## config.mk

```make
export PLATFORM = sky130hd
export DESIGN_NAME = vpk_packer
export DESIGN_NICKNAME = d
export VERILOG_FILES = /design/src/rtl/vpk_pkg.sv /design/src/rtl/vpk_capture.sv /design/src/rtl/vpk_owner.sv /design/src/rtl/vpk_fill.sv /design/src/rtl/vpk_packer.sv
export SDC_FILE = /design/constraint.sdc
export NUM_CORES = 1
export LEC_CHECK = 0
export BUFFER_PORTS_ARGS = -buffer_cell sky130_fd_sc_hd__buf_4
export CAP_MARGIN = 30
export CELL_PAD_IN_SITES_DETAIL_PLACEMENT = 0
export CELL_PAD_IN_SITES_GLOBAL_PLACEMENT = 2
export CORE_MARGIN = 2
export CORE_UTILIZATION = 30
export CTS_CLUSTER_SIZE = 16
export DETAILED_ROUTE_END_ITERATION = 10
export PLACE_DENSITY = 0.78
export REMOVE_ABC_BUFFERS = 1
export SYNTH_ARGS = -nofsm -noshare
export SYNTH_HDL_FRONTEND = slang
export SYNTH_SLANG_ARGS = --single-unit
```

## constraint.sdc

```tcl
create_clock -name clk -period 1.8 [get_ports clk]
set_input_delay 0.09 -clock clk [delete_from_list [all_inputs] [get_ports clk]]
set_output_delay 0.09 -clock clk [all_outputs]
set_load 0.01 [all_outputs]
```

## src/rtl/vpk_pkg.sv

```systemverilog
package vpk_pkg;

   // Number of alternating buffers; the select is a single bit.
   localparam int VPK_NBUF = 2;

   // Bit 1: a frame is being filled. Bit 0: the buffer currently selected.
   typedef enum logic [1:0] {
      VPK_WAIT_0 = 2'b00,
      VPK_WAIT_1 = 2'b01,
      VPK_FILL_0 = 2'b10,
      VPK_FILL_1 = 2'b11
   } vpk_state_e;

   function automatic vpk_state_e vpk_state(input logic filling, input logic sel);
      return vpk_state_e'({filling, sel});
   endfunction

endpackage

```

## src/rtl/vpk_capture.sv

```systemverilog
module vpk_capture #(
   parameter int DATA_W    = 16,
   parameter bit FALL_EDGE = 1'b1
) (
   input  logic              clk,
   input  logic              rst_n,
   input  logic [DATA_W-1:0] in_data,
   input  logic              in_fv,
   input  logic              in_lv,
   output logic [DATA_W-1:0] cap_data,
   output logic              cap_fv,
   output logic              cap_lv
);

   generate
      if (FALL_EDGE) begin : g_fall
         always_ff @(negedge clk or negedge rst_n) begin
            if (!rst_n) begin
               cap_data <= '0;
               cap_fv   <= 1'b0;
               cap_lv   <= 1'b0;
            end else begin
               cap_data <= in_data;
               cap_fv   <= in_fv;
               cap_lv   <= in_lv;
            end
         end
      end else begin : g_rise
         always_ff @(posedge clk or negedge rst_n) begin
            if (!rst_n) begin
               cap_data <= '0;
               cap_fv   <= 1'b0;
               cap_lv   <= 1'b0;
            end else begin
               cap_data <= in_data;
               cap_fv   <= in_fv;
               cap_lv   <= in_lv;
            end
         end
      end
   endgenerate

endmodule

```

## src/rtl/vpk_owner.sv

```systemverilog
module vpk_owner
   import vpk_pkg::*;
(
   input  logic                clk,
   input  logic                rst_n,
   input  logic                commit,
   input  logic                commit_sel,
   input  logic                rel,
   input  logic                rel_sel,
   input  logic                ovf_set,
   input  logic                ovf_clr,
   output logic [VPK_NBUF-1:0] owned,
   output logic                overrun
);

   generate
      for (genvar b = 0; b < VPK_NBUF; b++) begin : g_buf
         logic take_b, give_b;
         assign take_b = commit & (commit_sel == 1'(b));
         assign give_b = rel & (rel_sel == 1'(b));
         // A commit in the same cycle as a release of the same buffer wins.
         always_ff @(posedge clk or negedge rst_n) begin
            if (!rst_n)      owned[b] <= 1'b0;
            else if (take_b) owned[b] <= 1'b1;
            else if (give_b) owned[b] <= 1'b0;
         end
      end
   endgenerate

   always_ff @(posedge clk or negedge rst_n) begin
      if (!rst_n) overrun <= 1'b0;
      else        overrun <= ovf_set | (overrun & ~ovf_clr);
   end

   assert_ovf_sticky_R7: assert property (@(posedge clk) disable iff (!rst_n)
      (overrun && !ovf_clr) |=> overrun);

   assert_ovf_cleared_R7: assert property (@(posedge clk) disable iff (!rst_n)
      (ovf_clr && !ovf_set) |=> !overrun);

endmodule

```

## src/rtl/vpk_fill.sv

```systemverilog
module vpk_fill
   import vpk_pkg::*;
#(
   parameter int DATA_W    = 16,
   parameter int BUF_WORDS = 8184
) (
   input  logic                clk,
   input  logic                rst_n,
   input  logic [DATA_W-1:0]   cap_data,
   input  logic                cap_fv,
   input  logic                cap_lv,
   input  logic [VPK_NBUF-1:0] owned,
   output logic                wr_en,
   output logic                wr_sel,
   output logic [$clog2(BUF_WORDS)-1:0] wr_addr,
   output logic [DATA_W-1:0]   wr_data,
   output logic                done_valid,
   output logic                done_sel,
   output logic [$clog2(BUF_WORDS*(DATA_W/8)+1)-1:0] done_bytes,
   output logic                done_eof,
   output logic                ovf_set
);

   localparam int BYTES = DATA_W / 8;
   localparam int AW    = $clog2(BUF_WORDS);
   localparam int BYW   = $clog2(BUF_WORDS * BYTES + 1);
   localparam logic [BYW-1:0] FULL_BYTES = BYW'(BUF_WORDS * BYTES);
   localparam logic [AW-1:0]  LAST_ADDR  = AW'(BUF_WORDS - 1);

   vpk_state_e    st_q;
   logic          fv_prev_q;
   logic [AW-1:0] cnt_q;

   logic fv_rise, fv_fall, cur_sel, filling, take, blocked, last_word;

   always_comb begin
      fv_rise   = cap_fv & ~fv_prev_q;
      fv_fall   = ~cap_fv & fv_prev_q;
      cur_sel   = st_q[0];
      filling   = st_q[1] | fv_rise;
      take      = filling & cap_fv & cap_lv;
      blocked   = owned[cur_sel];
      last_word = (cnt_q == LAST_ADDR);
   end

   assign ovf_set = take & blocked;

   always_ff @(posedge clk or negedge rst_n) begin
      if (!rst_n) begin
         st_q       <= VPK_WAIT_0;
         fv_prev_q  <= 1'b1;      // a frame live at reset release is not a start
         cnt_q      <= '0;
         wr_en      <= 1'b0;
         wr_sel     <= 1'b0;
         wr_addr    <= '0;
         wr_data    <= '0;
         done_valid <= 1'b0;
         done_sel   <= 1'b0;
         done_bytes <= '0;
         done_eof   <= 1'b0;
      end else begin
         fv_prev_q  <= cap_fv;
         wr_en      <= take & ~blocked;
         done_valid <= 1'b0;
         done_eof   <= 1'b0;
         if (take && !blocked) begin
            wr_sel  <= cur_sel;
            wr_addr <= cnt_q;
            wr_data <= cap_data;
            if (last_word) begin
               done_valid <= 1'b1;
               done_sel   <= cur_sel;
               done_bytes <= FULL_BYTES;
               cnt_q      <= '0;
               st_q       <= vpk_state(1'b1, ~cur_sel);
            end else begin
               cnt_q <= cnt_q + 1'b1;
               st_q  <= vpk_state(1'b1, cur_sel);
            end
         end else if (st_q[1] && fv_fall) begin
            done_valid <= 1'b1;
            done_eof   <= 1'b1;
            done_sel   <= cur_sel;
            done_bytes <= BYW'(cnt_q) * BYW'(BYTES);
            cnt_q      <= '0;
            st_q       <= vpk_state(1'b0, (cnt_q != '0) ? ~cur_sel : cur_sel);
         end else if (fv_rise) begin
            st_q <= vpk_state(1'b1, cur_sel);
         end
      end
   end

   assert_full_size_R3: assert property (@(posedge clk) disable iff (!rst_n)
      (done_valid && !done_eof) |-> (done_bytes == FULL_BYTES));

   assert_addr_step_R2: assert property (@(posedge clk) disable iff (!rst_n)
      (wr_en && $past(wr_en) && ($past(wr_sel) == wr_sel) && !$past(done_valid))
      |-> (wr_addr == $past(wr_addr) + 1'b1));

   assert_frame_end_commit_R4: assert property (@(posedge clk) disable iff (!rst_n)
      (st_q[1] && fv_fall) |=> (done_valid && done_eof));

endmodule

```

## src/rtl/vpk_packer.sv

```systemverilog
module vpk_packer
   import vpk_pkg::*;
#(
   parameter int DATA_W    = 16,
   parameter int BUF_WORDS = 8184,
   parameter bit FALL_EDGE = 1'b1
) (
   input  logic                 clk,
   input  logic                 rst_n,
   input  logic [DATA_W-1:0]    pix_data,
   input  logic                 frame_vld,
   input  logic                 line_vld,
   input  logic                 ovf_clr,
   input  logic                 rel,
   input  logic                 rel_sel,
   output logic                 wr_en,
   output logic                 wr_sel,
   output logic [$clog2(BUF_WORDS)-1:0] wr_addr,
   output logic [DATA_W-1:0]    wr_data,
   output logic                 done_valid,
   output logic                 done_sel,
   output logic [$clog2(BUF_WORDS*(DATA_W/8)+1)-1:0] done_bytes,
   output logic                 done_eof,
   output logic                 overrun
);

   generate
      if (DATA_W < 8 || (DATA_W % 8) != 0) begin : g_bad_width
         $error("vpk_packer: DATA_W must be a nonzero multiple of 8");
      end
      if (BUF_WORDS < 2) begin : g_bad_depth
         $error("vpk_packer: BUF_WORDS must be at least 2");
      end
   endgenerate

   logic [DATA_W-1:0]   cap_data;
   logic                cap_fv, cap_lv;
   logic [VPK_NBUF-1:0] owned;
   logic                ovf_set;

   vpk_capture #(.DATA_W(DATA_W), .FALL_EDGE(FALL_EDGE)) u_cap (
      .clk      (clk),
      .rst_n    (rst_n),
      .in_data  (pix_data),
      .in_fv    (frame_vld),
      .in_lv    (line_vld),
      .cap_data (cap_data),
      .cap_fv   (cap_fv),
      .cap_lv   (cap_lv)
   );

   vpk_fill #(.DATA_W(DATA_W), .BUF_WORDS(BUF_WORDS)) u_fill (
      .clk        (clk),
      .rst_n      (rst_n),
      .cap_data   (cap_data),
      .cap_fv     (cap_fv),
      .cap_lv     (cap_lv),
      .owned      (owned),
      .wr_en      (wr_en),
      .wr_sel     (wr_sel),
      .wr_addr    (wr_addr),
      .wr_data    (wr_data),
      .done_valid (done_valid),
      .done_sel   (done_sel),
      .done_bytes (done_bytes),
      .done_eof   (done_eof),
      .ovf_set    (ovf_set)
   );

   vpk_owner u_own (
      .clk        (clk),
      .rst_n      (rst_n),
      .commit     (done_valid && (done_bytes != '0)),
      .commit_sel (done_sel),
      .rel        (rel),
      .rel_sel    (rel_sel),
      .ovf_set    (ovf_set),
      .ovf_clr    (ovf_clr),
      .owned      (owned),
      .overrun    (overrun)
   );

   assert_no_write_owned_R6: assert property (@(posedge clk) disable iff (!rst_n)
      wr_en |-> !owned[wr_sel]);

   assert_gated_capture_R1: assert property (@(posedge clk) disable iff (!rst_n)
      wr_en |-> $past(cap_fv && cap_lv));

endmodule

```

==> results of run 1 <==
## Yosys cell counts (2+ instances only)
library cell   n  area [sq um]
a211oi_1       2          15.0
a21o_1         2          15.0
a21oi_1       11          55.1
a22o_1         4          35.0
a31o_2         3          26.3
a31oi_1        4          25.0
buf_2         11          55.1
buf_4          2          15.0
clkbuf_1       6          22.5
dfrtn_1       18           450
dfrtp_1       65          1630
ha_1           2          25.0
inv_1          9          33.8
nand2_1       91           342
nand3_1        4          20.0
nand3b_1       2          15.0
nand4_1        5          31.3
nor2_1        32           120
nor2b_1        2          12.5
nor3_1         4          20.0
nor3b_1        3          22.5
nor4_1         6          37.5
nor4b_1        2          17.5
o21a_1         3          22.5
o21ai_0        7          35.0
o22a_1         3          26.3
o311ai_1       2          17.5
o31ai_1        2          15.0
or3_1          3          18.8
## worst max-delay path, stage by stage (launching register included)
cell     delay, ps
dfrtn_1        400
nand2_1         70
or3_4          400
inv_4          130
a31oi_2        100
mux2_1         330
## flip-flops by register name, summed over array words and instances (netlist names), 2 cells and up
signal / flops
u_fill.st_q: 2
u_cap.cap_data: 16
u_fill.cnt_q: 13
u_fill.wr_addr: 13
u_fill.done_bytes: 13
u_own.owned: 2
u_fill.wr_data: 16
## layout make-up
| cell class | instances | area [sq um] | share of cell area, % |
|---|---|---|---|
| flip-flops and latches | 84 | 2100 | 42.7 |
| multi-input cells | 216 | 1320 | 26.8 |
| repair buffers | 120 | 980 | 19.9 |
| clock buffers | 10 | 229 | 4.65 |
| well taps | 140 | 175 | 3.56 |
| clock inverters | 5 | 77.6 | 1.57 |
| inverters | 10 | 40.0 | 0.813 |
## power groups by stage
stage / clock network (uW) / logic (uW) / registers (uW)
after floorplan: 0 / 483 / 2660
after global placement: 0 / 1480 / 2550
after detailed placement: 0 / 1510 / 2530
after CTS: 1970 / 1620 / 2520
after global routing: 2060 / 1800 / 2570
final: 1910 / 1620 / 2520
## worst min path at each step
stage             from           endpoint  slack, ps
2_1_floorplan    rst_n    u_fill.cnt_q[0]       -210
3_3_place_gp     rst_n  u_fill.wr_addr[1]         50
3_5_place_dp     rst_n  u_fill.wr_addr[1]         60
4_1_cts        rel_sel     u_own.owned[0]          6
5_1_grt        rel_sel     u_own.owned[0]         30
6_report       rel_sel     u_own.owned[0]         20
## logic make-up (layout without fill, tap and decap cells)
family / Yosys count / after routing
AOI/OAI and AO/OA: 50 / 50
xor gates and xnor gates: 1 / 1
adders and majority gates: 2 / 2
buffers and inverters: 31 / 145
DFF: 84 / 84
muxes: 2 / 2
other: 1 / 1
and+or+nand+nor: 160 / 160
## routing by layer
| metal | track usage (%) | up-vias |
|---|---|---|
| met1 | 20.6 | 1305 |
| met5 | 0 | - |
| met4 | 4.46 | 0 |
| met2 | 23.5 | 79 |
| li1 | - | 1334 |
| met3 | 4.41 | 12 |
## metrics by stage
stage                     setup WS (ps)  TNS (ps)
after global placement             -844    -41900
final                              -657    -34640
after floorplan                   -1610    -73300
after CTS                          -655    -35080
after detailed placement           -856    -42740
after global routing               -746    -40070
## placed cells by master, fill, tap and decap left out, types with 3 or more instances in the layout
cell type / netlist / final
a31o_2: 3 / 3
nor4_1: 6 / 4
o21ai_0: 7 / 4
nor3b_2: 0 / 3
o22a_1: 3 / 3
nand3_1: 4 / 4
buf_6: 1 / 5
nand4_1: 5 / 5
clkbuf_16: 0 / 9
nor4_4: 1 / 3
nor2_1: 32 / 30
buf_4: 2 / 108
dfrtn_1: 18 / 18
inv_1: 9 / 8
dfrtp_1: 65 / 65
o21a_1: 3 / 3
a21oi_1: 11 / 11
a22o_1: 4 / 4
nand2_1: 91 / 91
## repair_timing
item	in CTS	in global routing
endpoints found under the hold margin	12	0
buffers inserted	5	1
pin swaps	20	6
cloned	2	0
resized for setup	37	9
hold buffers	1	0
endpoints found under the setup margin	61	62
==> results.py, run 1 <==
metrics = {
    "final_layout": {
        "area_delta_synth_final_pct": 45.8,
        "fin_cells": 585,
        "fin_area_sq_um": 4930,
        "num_antenna_cells": 0,
        "nets": 466,
        "final_util_pct": 45.0,
        "final.fill_count": 1027,
        "drive_above_1_share_pct": 37.1,
    },
    "place": {
        "place_area_sq_um": 4310,
        "port_buffers": 70,
        "gp_congestion": 0.791,
        "dp.cells": 561,
        "dp_hpwl_mm": 5.80,
    },
    "pwr": {
        "p_sw_uw": 1740,
        "leakage_uw": 0.00241,
        "p_clk_share_pct": 31.5,
        "power_uw": 6050,
        "ir_drop_uv": 586,
        "pwr_density_cell_nw_per_um2": 1230,
        "p_int_uw": 4310,
        "swShare_pct": 28.7,
        "p_comb_share_pct": 26.8,
        "seqPwrFrac_pct": 41.6,
    },
    "global_routing": {
        "grt_overflow_total": 0,
        "grt_pass1_wl_mm": 14.0,
        "grt_pass1_vias": 2801,
        "antenna_found_initial": 0,
        "grt_max_degree": 35,
        "grt_util_all_layers_pct": 15.1,
    },
    "route": {
        "viasPerCell": 4.67,
        "wirelength_met1_mm": 3.94,
        "drc": 0,
        "wire_per_inst_um": 14.3,
        "dr_total_vias": 2730,
        "wl_met3_um": 517,
        "finalWirelength_mm": 8.35,
        "drt_iter0_drc": 100,
        "wl_met2_mm": 3.77,
        "topRoutingLayerUsed": "met4",
        "first_pass_iters": 4,
        "drtAntennaViolNets": 0,
    },
    "logic_synthesis": {
        "postSynthAreaPerCell_sq_um": 10.2,
        "synthAdderAreaFrac_pct": 0.741,
        "synth_warnings": 0,
        "syn_inst": 331,
        "synth_top_family_by_area": "simple AND/OR/NAND/NOR gates",
        "synth-edff-count": 0,
        "synth_mux_area_share_pct": 0.778,
        "async_flop_share_pct": 100,
        "synth_compound_area_share_pct": 10.3,
        "synth_ff_type": "dfrtp_1",
        "synth_cell_type_count": 50,
        "ys_seq_area_share_pct": 62.3,
        "synth_simple_gate_area_share_pct": 21.3,
        "syn_area_sq_um": 3380,
        "synth_xor_area_share_pct": 0.259,
        "yosys_register_bits": 84,
    },
    "floorplan": {
        "start_util_pct": 30.9,
        "dieArea_sq_um": 12100,
        "dieHeight_um": 110,
        "coreArea_sq_um": 10900,
        "fp-row-count": 38,
        "io_pins": 72,
        "die_x_um": 110,
    },
    "critical_path": {
        "worst_r2r_startpoint": "u_cap.cap_fv",
        "critPathCaptureType": "flip-flop",
        "critical_path_arrival_ps": 2670,
        "r2r_end": "u_fill.done_sel",
        "path_max_fanout": 7,
        "r2r_slack_ps": -660,
        "required_ps": 2010,
        "critical_path.startpoint": "u_cap.cap_fv",
        "worstSetupPathType": "flip-flop to flip-flop",
        "reg2reg_depth": 5,
        "critPathCapture": "u_fill.done_sel",
        "critPathLaunchType": "flip-flop",
    },
    "timing": {
        "hold_viol": 0,
        "finalHoldWorstSlack_ps": 17.8,
        "max_slew.worst_pin.slew_ps": 520,
        "max_slew_margin_pct": 64.9,
        "slew_viol_final": 0,
        "finalSetupViolCount": 61,
        "fin_ws_ps": -657,
        "grt_setup_unrepaired": "yes",
        "fin_skew_ps": 9.36,
    },
    "worst_hold_path": {
        "whs_path_depth": 3,
        "hold_class": "input pin to flip-flop",
    },
    "clock_network": {
        "cts_inserted_buffers": 9,
        "clock_latency_ps": 330,
        "clkTransAtPathRegs_ps": 60,
        "h-tree-depth": 3,
        "clk_path_buf_depth": 2,
        "cts_tree": "done",
        "numClockSinks": 84,
        "cts_root_buffer": "clkbuf_16",
    },
    "outcome": {
        "failed_checks": "negative setup slack",
        "status": "finished with violations",
    },
    "flow_run": {
        "maxCapViolCount": 0,
    },
}
No activity file was read; power rests on OpenSTA's default activity.
==> run 2: changes to the inputs <==
--- a/config.mk
+++ b/config.mk
@@ -5,15 +5,16 @@
 export SDC_FILE = /design/constraint.sdc
 export NUM_CORES = 1
 export LEC_CHECK = 0
+export ABC_AREA = 1
 export BUFFER_PORTS_ARGS = -buffer_cell sky130_fd_sc_hd__buf_4
 export CAP_MARGIN = 30
 export CELL_PAD_IN_SITES_DETAIL_PLACEMENT = 0
 export CELL_PAD_IN_SITES_GLOBAL_PLACEMENT = 2
 export CORE_MARGIN = 2
-export CORE_UTILIZATION = 30
+export CORE_UTILIZATION = 33
 export CTS_CLUSTER_SIZE = 16
 export DETAILED_ROUTE_END_ITERATION = 10
-export PLACE_DENSITY = 0.78
+export PLACE_DENSITY_LB_ADDON = 0.1
 export REMOVE_ABC_BUFFERS = 1
 export SYNTH_ARGS = -nofsm -noshare
 export SYNTH_HDL_FRONTEND = slang
==> constraint.sdc (replaced) <==
create_clock -name clk -period 2.6 [get_ports clk]
set_input_delay 0.13 -clock clk [delete_from_list [all_inputs] [get_ports clk]]
set_output_delay 0.13 -clock clk [all_outputs]
set_load 0.01 [all_outputs]
==> results.py, run 2 <==
metrics = {
    "outcome": {
        "status": "finished with violations",
        "failed_checks": "negative setup slack",
    },
    "final_layout": {
        "final_cell_mix": "107 x nand2_1, 80 x buf_4, 65 x dfrtp_1",
        "nets": 475,
        "num_antenna_cells": 0,
        "fin_area_sq_um": 4590,
        "reg_top3": "u_cap.cap_data (16), u_fill.wr_data (16)",
        "fin_cells": 591,
        "final.fill_count": 1049,
        "layout_commonest_cell": "nand2_1",
        "final_util_pct": 44.7,
        "drive_above_1_share_pct": 31.6,
        "area_delta_synth_final_pct": 32.5,
    },
    "global_routing": {
        "grt_util_all_layers_pct": 14.7,
        "grt_pass1_vias": 2583,
        "grt_overflow_total": 0,
        "antenna_found_initial": 0,
        "grt_pass1_wl_mm": 12.9,
        "grt_max_degree": 44,
    },
    "clock_network": {
        "cts_root_buffer": "clkbuf_8",
        "h-tree-depth": 3,
        "cts_inserted_buffers": 9,
        "cts_tree": "done",
        "clkTransAtPathRegs_ps": 90,
        "clk_path_buf_depth": 2,
        "clock_latency_ps": 350,
        "numClockSinks": 84,
    },
    "logic_synthesis": {
        "yosys_register_bits": 84,
        "synth_commonest_cells": "112 x nand2_1, 65 x dfrtp_1, 40 x inv_1",
        "ys_seq_area_share_pct": 60.7,
        "syn_area_sq_um": 3460,
        "async_flop_share_pct": 100,
        "synth_top_area_cell": "dfrtp_1",
        "synth_cell_type_count": 30,
        "synth_ff_type": "dfrtp_1",
        "synth-edff-count": 0,
        "syn_inst": 360,
        "synth_warnings": 0,
        "postSynthAreaPerCell_sq_um": 9.62,
        "ys_top_cells_by_area": "dfrtp_1 47%, dfrtn_1 13%, nand2_1 12%",
        "post-synth-top-count-cell": "nand2_1",
        "synth_top_cell_area_share_pct": 46.9,
    },
    "pwr": {
        "ir_drop_uv": 487,
        "leakage_uw": 0.00229,
        "p_sw_uw": 1380,
        "seqPwrFrac_pct": 43.7,
        "swShare_pct": 33.8,
        "p_int_uw": 2700,
        "p_comb_share_pct": 33.4,
        "pwr_density_cell_nw_per_um2": 888,
        "p_clk_share_pct": 22.9,
    },
    "worst_hold_path": {
        "hp-start": "rel_sel",
        "hold_class": "input pin to flip-flop",
    },
    "floorplan": {
        "dieArea_sq_um": 11300,
        "coreArea_sq_um": 10300,
        "dieHeight_um": 106,
        "start_util_pct": 33.7,
        "io_pins": 72,
        "fp-row-count": 37,
        "die_x_um": 106,
    },
    "place": {
        "dp.cells": 568,
        "port_buffers": 70,
        "gp_congestion": 0.745,
        "place_ws_ps": -102,
        "place_area_sq_um": 4200,
        "dp_hpwl_mm": 5.34,
    },
    "timing": {
        "finalHoldWorstSlack_ps": 27.5,
        "hold_viol": 0,
        "grt_setup_unrepaired": "yes",
        "finalSetupViolCount": 8,
        "fin_ws_ps": -8.08,
        "fin_skew_ps": 18.3,
        "max_slew.worst_pin.slew_ps": 561,
        "slew_viol_final": 0,
        "max_slew_margin_pct": 62.6,
    },
    "route": {
        "viasPerCell": 4.39,
        "drc": 0,
        "first_pass_iters": 4,
        "drt_iter0_drc": 107,
        "finalWirelength_mm": 7.60,
        "drtAntennaViolNets": 0,
        "wire_per_inst_um": 12.9,
        "dr_total_vias": 2596,
    },
    "critical_path": {
        "critical_path_arrival_ps": 2850,
        "critPathCaptureType": "flip-flop",
        "critPathLaunchType": "flip-flop",
        "worst_r2r_startpoint": "u_cap.cap_fv",
        "path_max_fanout": 6,
        "critical_path.startpoint": "u_cap.cap_fv",
        "worstSetupPathType": "flip-flop to flip-flop",
        "required_ps": 2840,
    },
    "flow_run": {
        "maxCapViolCount": 0,
    },
}
run 2: cell types whose count changed in the layout (fill, tap and decap cells not counted), sizes merged, moves of 4 or more:
cell,previous run,this run
inv,10,42
buf,119,88
nand2,91,116
o21ai,7,27
nand3,5,22
nor4,7,0
a22o,4,0
o22ai,0,4
run 2: power by group through the flow:
stage	logic, uW	registers (uW)	clock network, uW
after CTS	1330	1780	978
after global placement	1300	1800	0
after detailed placement	1310	1800	0
after global routing	1520	1820	1030
final	1360	1780	934
after floorplan	556	1900	0
run 2: stage by stage:
step	TNS, ps	power [uW]
3_3_place_gp	-466	3100
6_report	-48.5	4080
4_1_cts	-140	4090
5_1_grt	-1730	4380
3_5_place_dp	-1450	3110
2_1_floorplan	-36630	2450
run 2: final timing paths:
kind	endpoint	slack (ps)	depth (start not counted)
min reg2reg	u_fill.wr_addr[9]	480	2
min	u_own.owned[0]	30	3
max reg2reg	u_fill.done_bytes[8]	-8	8
max	u_fill.done_bytes[8]	-8	8
max in group asynchronous	u_cap.cap_data[0]	680	2
min in group asynchronous	u_fill.wr_data[13]	300	2
run 2: logic make-up after synthesis:
group / share of synthesized area (%)
compound gates: 9.35
xor+xnor: 0.759
fa+ha+maj: 0.722
simple gates: 21.6
buf+inv: 6.72
flops: 60.7
other cells: 0.108
run 2: timing repair:
action,CTS,global route
endpoints found under the hold margin,23,0
setup endpoints to repair,37,57
buffers inserted,2,3
gates resized for setup,10,32
pin swaps,4,6
hold buffers,2,0
run 2: worst max-delay path: stages, from the launching register on:
cell	delay (ps)
dfrtn_1	440
nand2_1	70
inv_2	100
nand2_4	70
nor2_4	130
nand2_4	100
nand2_4	110
buf_12	150
a21oi_4	50
run 2: cell type report:
cell class	instances	area (sq um)	area share, %
clock buffer	11	163	3.54
clock inverter	5	40.0	0.872
inverter	41	161	3.52
multi-input combinational	224	1220	26.5
sequential	84	2100	45.8
tap	136	170	3.71
timing repair buffer	90	737	16.1
run 2: layer usage:
layer	vias up	part of all wire, %	GRT usage (%)
met5	-	0	0
met4	0	1.6	5.57
met1	1230	47	20.3
li1	1304	-	-
met2	52	46	22.6
met3	10	4.5	3.13
